`src/rtl/tdse_pkg.sv`:
```
package tdse_pkg;
    localparam int TOG0_BIT  = 24;
    localparam int TOG1_BIT  = 25;
    localparam int ERRC_LO   = 26;
    localparam int CCODE_LO  = 28;
    localparam int DLY_LO    = 21;
    localparam int DIR_LO    = 19;
    localparam int ROUND_BIT = 18;

    localparam logic [3:0] CC_OK    = 4'h0;
    localparam logic [3:0] CC_OVER  = 4'h8;
    localparam logic [3:0] CC_UNDER = 4'h9;

    typedef enum logic [1:0] {
        KIND_SETUP = 2'd0,
        KIND_OUT   = 2'd1,
        KIND_IN    = 2'd2
    } kind_e;

    typedef enum logic {
        ST_IDLE = 1'b0,
        ST_WAIT = 1'b1
    } st_e;
endpackage

```
`src/rtl/tdse_len.sv`:
```
module tdse_len #(
    parameter int ADDR_W = 32,
    parameter int LEN_W  = 14,
    parameter int MPS_W  = 11
) (
    input  logic [ADDR_W-1:0] cbp,
    input  logic [ADDR_W-1:0] be,
    input  logic [MPS_W-1:0]  mps,
    input  logic              is_in,
    output logic [LEN_W-1:0]  total,
    output logic [LEN_W-1:0]  chunk
);
    localparam int MX_W = (LEN_W > MPS_W) ? LEN_W : MPS_W;

    logic [ADDR_W-1:0] span;
    logic [MX_W-1:0]   mps_x;
    logic [MX_W-1:0]   tot_x;

    always_comb begin
        span  = be - cbp + {{(ADDR_W-1){1'b0}}, 1'b1};
        total = (cbp != '0) ? span[LEN_W-1:0] : '0;
        mps_x = MX_W'(mps);
        tot_x = MX_W'(total);
        if (is_in || (tot_x <= mps_x)) begin
            chunk = total;
        end else begin
            chunk = LEN_W'(mps_x);
        end
    end
endmodule

```
`src/rtl/tdse_eval.sv`:
```
module tdse_eval
    import tdse_pkg::*;
#(
    parameter int ADDR_W = 32,
    parameter int LEN_W  = 14,
    parameter int CNT_W  = 16
) (
    input  logic              is_in,
    input  logic [LEN_W-1:0]  total,
    input  logic [LEN_W-1:0]  chunk,
    input  logic [CNT_W-1:0]  count,
    input  logic [31:0]       flags,
    input  logic [ADDR_W-1:0] cbp,
    input  logic              carry_in,
    output logic              tog_used,
    output logic [31:0]       flags_o,
    output logic [ADDR_W-1:0] cbp_o,
    output logic              carry_o,
    output logic              retire_o,
    output logic              err_o
);
    logic signed [CNT_W-1:0] cnt_s;
    logic signed [CNT_W-1:0] chunk_s;
    logic signed [CNT_W-1:0] total_s;
    logic        [CNT_W-1:0] mag;
    logic        [1:0]       ec_in;
    logic        [1:0]       ec_nx;
    logic                    good;

    always_comb begin
        cnt_s    = $signed(count);
        chunk_s  = $signed(CNT_W'(chunk));
        total_s  = $signed(CNT_W'(total));
        mag      = -count;
        ec_in    = flags[ERRC_LO +: 2];
        ec_nx    = (ec_in >= 2'd2) ? 2'd3 : ec_in + 2'd1;
        tog_used = flags[TOG1_BIT] ? flags[TOG0_BIT] : carry_in;
        good     = (cnt_s == chunk_s) || (is_in && flags[ROUND_BIT] && (cnt_s >= 0));

        flags_o  = flags;
        cbp_o    = cbp;
        retire_o = 1'b0;

        if (cnt_s < 0) begin
            flags_o[ERRC_LO +: 2]  = ec_nx;
            flags_o[CCODE_LO +: 4] = mag[3:0];
            retire_o               = (ec_nx == 2'd3);
        end else if (cnt_s > chunk_s) begin
            flags_o[ERRC_LO +: 2]  = 2'd0;
            flags_o[CCODE_LO +: 4] = CC_OVER;
            retire_o               = 1'b1;
        end else if (good) begin
            flags_o[ERRC_LO +: 2]  = 2'd0;
            flags_o[CCODE_LO +: 4] = CC_OK;
            flags_o[TOG1_BIT]      = 1'b1;
            flags_o[TOG0_BIT]      = ~tog_used;
            if (cnt_s == total_s) begin
                cbp_o = '0;
            end else begin
                cbp_o = cbp + ADDR_W'(count);
            end
            retire_o = is_in || (cnt_s == total_s);
        end else begin
            flags_o[ERRC_LO +: 2]  = 2'd0;
            flags_o[CCODE_LO +: 4] = CC_UNDER;
            retire_o               = 1'b1;
        end

        carry_o = retire_o ? flags_o[TOG0_BIT] : carry_in;
        err_o   = (flags_o[CCODE_LO +: 4] != CC_OK);
    end
endmodule

```
`src/rtl/td_service_engine.sv`:
```
module td_service_engine
    import tdse_pkg::*;
#(
    parameter int ADDR_W = 32,
    parameter int LEN_W  = 14,
    parameter int MPS_W  = 11,
    parameter int CNT_W  = 16
) (
    input  logic              clk,
    input  logic              rst_n,
    input  logic              start,
    input  logic [6:0]        ed_fa,
    input  logic [3:0]        ed_en,
    input  logic [MPS_W-1:0]  ed_mps,
    input  logic              ed_carry,
    input  logic [31:0]       td_flags,
    input  logic [ADDR_W-1:0] td_cbp,
    input  logic [ADDR_W-1:0] td_be,
    output logic              busy,
    output logic              tok_req,
    output logic [1:0]        tok_pid,
    output logic [6:0]        tok_addr,
    output logic [3:0]        tok_ep,
    output logic [LEN_W-1:0]  tok_len,
    output logic              tok_toggle,
    input  logic              rsp_valid,
    input  logic [CNT_W-1:0]  rsp_count,
    output logic              done,
    output logic              retire,
    output logic              err,
    output logic [31:0]       out_flags,
    output logic [ADDR_W-1:0] out_cbp,
    output logic              out_carry,
    output logic [2:0]        dly_cnt
);
    typedef struct packed {
        st_e               st;
        logic [6:0]        fa;
        logic [3:0]        ep;
        logic [31:0]       flags;
        logic [ADDR_W-1:0] cbp;
        logic              carry;
        logic [LEN_W-1:0]  total;
        logic [LEN_W-1:0]  chunk;
        logic              done;
        logic              retire;
        logic              err;
        logic [31:0]       oflags;
        logic [ADDR_W-1:0] ocbp;
        logic              ocarry;
        logic [2:0]        dly;
    } eng_t;

    eng_t r_q, r_d;

    logic [1:0]        kind_in;
    logic              start_is_in;
    logic [LEN_W-1:0]  total_w;
    logic [LEN_W-1:0]  chunk_w;
    logic              held_is_in;
    logic              tog_w;
    logic [31:0]       flags_w;
    logic [ADDR_W-1:0] cbp_w;
    logic              carry_w;
    logic              retire_w;
    logic              err_w;
    logic [2:0]        di_w;

    assign kind_in     = td_flags[DIR_LO +: 2];
    assign start_is_in = (kind_in == KIND_IN);
    assign held_is_in  = (r_q.flags[DIR_LO +: 2] == KIND_IN);
    assign di_w        = r_q.flags[DLY_LO +: 3];

    tdse_len #(
        .ADDR_W (ADDR_W),
        .LEN_W  (LEN_W),
        .MPS_W  (MPS_W)
    ) u_len (
        .cbp    (td_cbp),
        .be     (td_be),
        .mps    (ed_mps),
        .is_in  (start_is_in),
        .total  (total_w),
        .chunk  (chunk_w)
    );

    tdse_eval #(
        .ADDR_W (ADDR_W),
        .LEN_W  (LEN_W),
        .CNT_W  (CNT_W)
    ) u_eval (
        .is_in    (held_is_in),
        .total    (r_q.total),
        .chunk    (r_q.chunk),
        .count    (rsp_count),
        .flags    (r_q.flags),
        .cbp      (r_q.cbp),
        .carry_in (r_q.carry),
        .tog_used (tog_w),
        .flags_o  (flags_w),
        .cbp_o    (cbp_w),
        .carry_o  (carry_w),
        .retire_o (retire_w),
        .err_o    (err_w)
    );

    always_comb begin
        r_d      = r_q;
        r_d.done = 1'b0;
        unique case (r_q.st)
            ST_IDLE: begin
                if (start) begin
                    r_d.st    = ST_WAIT;
                    r_d.fa    = ed_fa;
                    r_d.ep    = ed_en;
                    r_d.flags = td_flags;
                    r_d.cbp   = td_cbp;
                    r_d.carry = ed_carry;
                    r_d.total = total_w;
                    r_d.chunk = chunk_w;
                end
            end
            ST_WAIT: begin
                if (rsp_valid) begin
                    r_d.st     = ST_IDLE;
                    r_d.done   = 1'b1;
                    r_d.retire = retire_w;
                    r_d.err    = err_w;
                    r_d.oflags = flags_w;
                    r_d.ocbp   = cbp_w;
                    r_d.ocarry = carry_w;
                    if (retire_w && (di_w < r_q.dly)) begin
                        r_d.dly = di_w;
                    end
                end
            end
            default: r_d.st = ST_IDLE;
        endcase
    end

    always_ff @(posedge clk or negedge rst_n) begin
        if (!rst_n) begin
            r_q     <= '0;
            r_q.st  <= ST_IDLE;
            r_q.dly <= 3'd7;
        end else begin
            r_q <= r_d;
        end
    end

    assign busy       = (r_q.st == ST_WAIT);
    assign tok_req    = (r_q.st == ST_WAIT);
    assign tok_pid    = (r_q.flags[DIR_LO +: 2] == 2'd3) ? KIND_OUT : r_q.flags[DIR_LO +: 2];
    assign tok_addr   = r_q.fa;
    assign tok_ep     = r_q.ep;
    assign tok_len    = r_q.chunk;
    assign tok_toggle = tog_w;
    assign done       = r_q.done;
    assign retire     = r_q.retire;
    assign err        = r_q.err;
    assign out_flags  = r_q.oflags;
    assign out_cbp    = r_q.ocbp;
    assign out_carry  = r_q.ocarry;
    assign dly_cnt    = r_q.dly;
endmodule

```
`config.mk`:
```
export PLATFORM = sky130hd
export DESIGN_NAME = td_service_engine
export DESIGN_NICKNAME = d
export VERILOG_FILES = /design/src/rtl/tdse_pkg.sv /design/src/rtl/tdse_len.sv /design/src/rtl/tdse_eval.sv /design/src/rtl/td_service_engine.sv
export SDC_FILE = /design/constraint.sdc
export NUM_CORES = 1
export LEC_CHECK = 0
export BUFFER_PORTS_ARGS = -buffer_cell sky130_fd_sc_hd__buf_2
export CAP_MARGIN = 20
export CORE_MARGIN = 3
export CORE_UTILIZATION = 45
export DETAILED_ROUTE_END_ITERATION = 10
export GPL_TIMING_DRIVEN = 0
export PLACE_DENSITY = 0.73
export SYNTH_ARGS = -nofsm -noshare
export SYNTH_HDL_FRONTEND = slang
export SYNTH_HIERARCHICAL = 1
export SYNTH_SLANG_ARGS = --single-unit
export TNS_END_PERCENT = 50
```
`constraint.sdc`:
```
create_clock -name clk -period 4.8 [get_ports clk]
set_input_delay 1.2 -clock clk [delete_from_list [all_inputs] [get_ports clk]]
set_output_delay 1.2 -clock clk [all_outputs]
set_load 0.005 [all_outputs]
```
==> results.cfg, run 1 <==
[global_routing]
antenna_found_initial = 2
grt_pass1_vias = 8660
grt_max_degree = 94
grt-ovfl-total = 0
grt_pass1_wl_um = 45300
gr-usage-all-layers = 0.215

[placement]
place_area_um2 = 12700
dp_hpwl_um = 21700
numPortBuffers = 217
gp_congestion = 0.892

[setup_path]
ff2ff_setup_slack_ns = 1.59
arrival_ns = 5.29
start_kind = primary input
critPathCaptureType = register
crit_fanout = 5
critPathKind = primary input to register
rr_startpoint = r_q[104]
rr_endpoint = out_cbp[31]
critical_path_required_ns = 5.11
worst-r2r-cell-count = 9

[timing]
post-route-period-util = 1.04
fmax_mhz = 201
fin_tns_setup_ns = -1.67
drv_slew = 0
rsz0062_at_grt = yes
min_period_ns = 4.98
setup_viol = 11
skew_ns = 0.0106
maxSlewHeadroom = 0.449
setup_ws_ns = -0.180
hold_viol_final = 0
worstMarginPinSlew_ns = 0.827
hold_ws_ns = 0.487

[detailed_routing]
finalWirelength_um = 28400
wl_per_cell_um = 17.6
viasPerCell = 5.29
drt_iter0_drc = 450
vias = 8530
ant_nets = 0
drc_errors = 0
first_pass_iters = 5

[clock_tree]
clockRootBuffer = clkbuf_16
cts_buffers = 17
clkSinkCount = 172
htree_levels = 4
cts.reportedPaths.clkPinSlew_ns = 0.07
clk_latency_ns = 0.43
cts_buffer_depth = 2
cts_tree = built

[power]
ir_drop_mv = 0.255
power.density_nw_per_um2 = 463
p_leak_nw = 6.38

[run_status]
run_status = finished with violations
violations = negative setup slack

[floorplanning]
initial_core_util = 0.465
coreArea_um2 = 23900
ios = 240
die-height_um = 163
die_area_um2 = 26600
fp.dieW_um = 163
rows = 56

[synth]
yosys_warnings = 6
syn_area_per_cell_um2 = 10.8
synth_fp_nets = 1242
synth_cells = 1032
synth_area_um2 = 11100

[hold_path]
hp-start = r_q[147]
hold_class = register to register
hold-path-endpoint = r_q[147]
whs_path_depth = 1

[final_layout]
fin_util = 0.568
layout-drive-gt1-share = 0.453
fin_area_um2 = 13600
nets = 1490
syn_to_final_growth_pct = 22.1

[run]
drv_cap = 0
==> state kept, by name, summed over array words and instances (netlist names) <==
| register | flops |
|---|---|
| tok_ep | 4 |
| busy | 1 |
| err | 1 |
| out_cbp | 32 |
| r_q | 72 |
| di_w | 3 |
| dly_cnt | 3 |
| tok_len | 14 |
| out_carry | 1 |
| retire | 1 |
| out_flags | 32 |
| done | 1 |
| tok_addr | 7 |
==> worst max-delay path, stage by stage <==
cell	delay, ns
buf_6	0.11
ha_4	0.27
inv_4	0.03
ha_4	0.14
buf_4	0.13
a211oi_2	0.23
o21ai_1	0.10
o311a_1	0.17
a21oi_2	0.19
buf_4	0.13
xor2_1	0.07
nor2_1	0.27
ha_1	0.30
and3_4	0.18
a221o_1	0.31
nor3_1	0.18
a211o_1	0.20
nand4b_1	0.16
a21o_1	0.23
buf_6	0.14
a32o_2	0.28
mux2_4	0.25
==> worst max path at each step <==
stage / to / slack (ns) / cells past startpoint / start
floorplan: tok_len[3] / -0.13 / 22 / td_be[1]
finish: tok_len[1] / -0.18 / 22 / td_cbp[1]
CTS: tok_len[3] / -0.06 / 23 / td_be[1]
global route: tok_len[3] / -0.21 / 23 / td_be[1]
detailed placement: tok_len[1] / -0.82 / 23 / td_be[1]
global placement: tok_len[1] / -0.80 / 21 / td_cbp[4]
==> per-stage QoR <==
| stage | cells | total power [mW] | setup WS [ns] |
|---|---|---|---|
| floorplan | 1032 | 4.02 | -0.132 |
| global placement | 1568 | 4.76 | -0.801 |
| detailed placement | 1569 | 4.85 | -0.815 |
| CTS | 1610 | 6.32 | -0.0567 |
| global route | 1614 | 6.73 | -0.211 |
| finish | 1614 | 6.29 | -0.180 |
==> where the power goes <==
part           leakage (nW)  internal (mW)  total [mW]  switching (mW)
clock                 0.284          0.778        1.39           0.612
combinational          4.08           1.54        2.62            1.08
sequential             2.01           1.94        2.28           0.340
==> routing by layer <==
metal | GRT usage | up-vias | wire (um)
met1 | 0.278 | 4126 | 12300
li1 | - | 4074 | -
met5 | 0 | - | 0
met4 | 0.0684 | 0 | 760
met2 | 0.358 | 285 | 13800
met3 | 0.0505 | 45 | 1580
==> repair_timing <==
item	CTS	global route
endpoints found under the hold margin	0	0
hold buffers	0	0
gates cloned	1	0
buffers inserted	8	2
resized for setup	34	6
pin swaps	24	3
setup endpoints to repair	11	11
==> cell type report <==
type	count	area (um2)
antenna	2	5.00
buffer	158	1140
clock buffer	18	429
clock inverter	14	158
fill	2093	10300
inverter	58	233
multi-input combinational	644	5680
sequential	172	4310
tap	319	399
timing repair buffer	229	1220
==> cells in the final DEF, fill, tap and decap left out, types with 6 or more instances in the layout <==
master / n
clkbuf_1: 10
nand4_1: 13
a211oi_1: 7
nand3_1: 12
dfrtp_1: 169
buf_2: 227
o21ai_0: 30
nor2_1: 23
mux2_1: 41
a21oi_1: 31
a22oi_1: 7
o31ai_1: 25
o21ai_1: 7
ha_1: 57
nor2b_1: 19
buf_6: 12
buf_4: 131
a31oi_1: 6
nand2_1: 47
xnor2_1: 18
inv_1: 51
mux2_2: 108
ha_4: 12
mux2_4: 22
a32o_1: 7
nand2b_1: 10
a21o_1: 10
nor3_1: 12
xor2_1: 18
o211ai_1: 10
clkbuf_16: 17
nor4_1: 12
(Power assumes the default switching activity.)
==> run 2: changes to the inputs <==
ABC_AREA = 1   (was unset)
SYNTH_HIERARCHICAL = unset   (was 1)
==> run 2 against run 1 <==
Clock power about the same. The flow now finishes without violations. Clock skew increased by 0.0028 ns. Register-to-register slack gained 0.74 ns. Design area is 3.6% lower. Die area decreased by 1.6%. Critical path type unchanged. Critical path depth increased by 2. Highest routed layer is now met5.
==> results.cfg, run 2 <==
[floorplanning]
die-height_um = 162
die_area_um2 = 26200
fp.dieW_um = 162
coreArea_um2 = 23700
initial_core_util = 0.462
rows = 56
ios = 240

[timing]
rsz0062_at_grt = no
min_period_ns = 4.20
fin_tns_setup_ns = 0
post-route-period-util = 0.874
worstMarginPinSlew_ns = 0.746
drv_slew = 0
maxSlewHeadroom = 0.502
hold_ws_ns = 0.482
fmax_mhz = 238
skew_ns = 0.0134
setup_ws_ns = 0.604
setup_viol = 0
hold_viol_final = 0

[setup_path]
arrival_ns = 4.52
cp_num_cells = 24
cpMaxStageDelayCell = nor3_1
crit_fanout = 10
critical_path_required_ns = 5.12
max_stage_delay_ns = 0.60
start_kind = primary input
crit_family = simple AND/OR/NAND/NOR gates
ff2ff_setup_slack_ns = 2.33
cp_common_cell = nand2_1
crit_end = tok_len[10]
crit_chain = buf_2, ha_1, inv_1, ha_1, fa_1, nand2_1, inv_1, nor3_1, ha_1, nand2_1, nand2_1, nand2_1, nand3_1, nand2_1, nand2_1, nand2_1, nand2_1, nand2_1, nand2_2, o21ai_4, buf_6, nand2_1, nand3_1, nand2_1
rr_startpoint = busy
critPathKind = primary input to register
rr_endpoint = tok_len[10]
crit_buf_inv = 4
critPathCaptureType = register
worst-r2r-cell-count = 7
crit_start = td_cbp[1]

[synth]
synth-seq-area-share = 0.394
synth_common_cells = nand2_1 (439), inv_1 (172), dfrtp_1 (169)
synth_seq_cells = 172
ys_types = 42
synth-async-reset-ratio = 1.00
synthTopCellsByArea = dfrtp_1 (39%), nand2_1 (15%), ha_1 (7.9%)
synth_fp_nets = 1682
synth_ff_type = dfrtp_1
syn_area_per_cell_um2 = 7.43
synth_top_cell_by_area = dfrtp_1
synth_cells = 1472
synth_area_um2 = 10900
synth_edf_count = 0
yosys_warnings = 0
yosysMostFrequentCell = nand2_1
synth_top_cell_area_share = 0.387

[final_layout]
syn_to_final_growth_pct = 19.6
largest-register = r_q
fin_area_um2 = 13100
final_cell_mix = nand2_1 (439), buf_2 (219), inv_1 (172)
final_common_cell = nand2_1
layout-drive-gt1-share = 0.224
nets = 1919
largest_reg_flops = 72

[power]
clockPowerShare = 0.254
switching_share = 0.371
power.density_nw_per_um2 = 425
intPower_mw = 3.50
pwr-share-seq = 0.380
ir_drop_mv = 0.198
p_leak_nw = 7.13
p_sw_mw = 2.07
power_frac_comb = 0.366

[clock_tree]
cts_resized = 0
cts_setup_buffers = 0
cts_tree = built
cts_hold_buffers = 0
cts_buffer_depth = 2
cts.reportedPaths.clkPinSlew_ns = 0.08
htree_levels = 4
cts_buffers = 17
clockRootBuffer = clkbuf_16
clk_latency_ns = 0.44
clkSinkCount = 172

[detailed_routing]
first_pass_iters = 5
wl_per_cell_um = 15.6
finalWirelength_um = 31900
ant_nets = 0
vias = 10200
drt_iter0_drc = 898
viasPerCell = 5.02
drc_errors = 0

[global_routing]
busiest_layer = met2
grt-ovfl-total = 0
gr-usage-met1 = 0.349
grt_pass1_wl_um = 51000
grt_max_degree = 125
grt_pass1_vias = 9828
antenna_found_initial = 2
use_met2 = 0.395
grt_util_met3 = 0.0301
gr-usage-all-layers = 0.245

[hold_path]
hold_class = register to register

[placement]
dp_hpwl_um = 25500
post-place-ws_ns = 0.178
numPortBuffers = 217
place_area_um2 = 12500
gp_congestion = 0.944

[run]
drv_cap = 0

[run_status]
run_status = finished, final reports clean
## run 2: metrics by stage
stage	std cells	power [mW]	utilization
5_1_grt	2042	5.97	0.552
2_1_floorplan	1472	3.41	-
4_1_cts	2041	5.59	0.552
3_5_place_dp	2009	4.17	0.526
3_3_place_gp	2008	4.11	0.525
6_report	2042	5.57	0.552
## run 2: worst min-delay path by stage
stage,from,endpoint,cells after the start
floorplan,di_w[0],dly_cnt[0],2
global placement,di_w[0],dly_cnt[0],2
detailed placement,di_w[0],dly_cnt[0],2
CTS,dly_cnt[0],dly_cnt[0],2
global route,dly_cnt[0],dly_cnt[0],2
finish,dly_cnt[0],dly_cnt[0],2
## run 2: power groups by stage
| stage | clock network, mW | logic, mW | registers (mW) |
|---|---|---|---|
| global placement | 0 | 1.99 | 2.12 |
| global route | 1.49 | 2.32 | 2.16 |
| CTS | 1.43 | 2.05 | 2.11 |
| detailed placement | 0 | 2.03 | 2.14 |
| floorplan | 0 | 1.37 | 2.04 |
| finish | 1.41 | 2.04 | 2.11 |
## run 2: cells by family after synthesis
kind of cell	after synthesis	share of synthesized area
compound gates	236	0.114
xor+xnor	11	0.00880
fa+ha+maj	71	0.0826
buf+inv	314	0.143
flops	172	0.394
simple gates	668	0.258
## run 2: area by class of cell
type | count | area (um2)
Clock inverter | 15 | 191
Multi-Input combinational cell | 986 | 5070
Clock buffer | 17 | 425
Inverter | 177 | 667
Fill cell | 2395 | 10600
Antenna cell | 1 | 2.50
Buffer | 137 | 901
Sequential cell | 172 | 4310
Tap cell | 319 | 399
Timing Repair Buffer | 218 | 1120
## run 2: layer usage
| layer | share of wire | vias up | routed length (um) |
|---|---|---|---|
| met1 | 0.45 | 4743 | 14500 |
| met5 | 0.00041 | - | 13 |
| met2 | 0.46 | 336 | 14700 |
| met4 | 0.022 | 2 | 688 |
| met3 | 0.063 | 45 | 2000 |
| li1 | - | 5119 | - |
## run 2: tightest hold or removal path, cell delays in order (launching register included)
cell and delay (ns):
dfstp_2 0.38, nand2_1 0.06, nand2_1 0.05
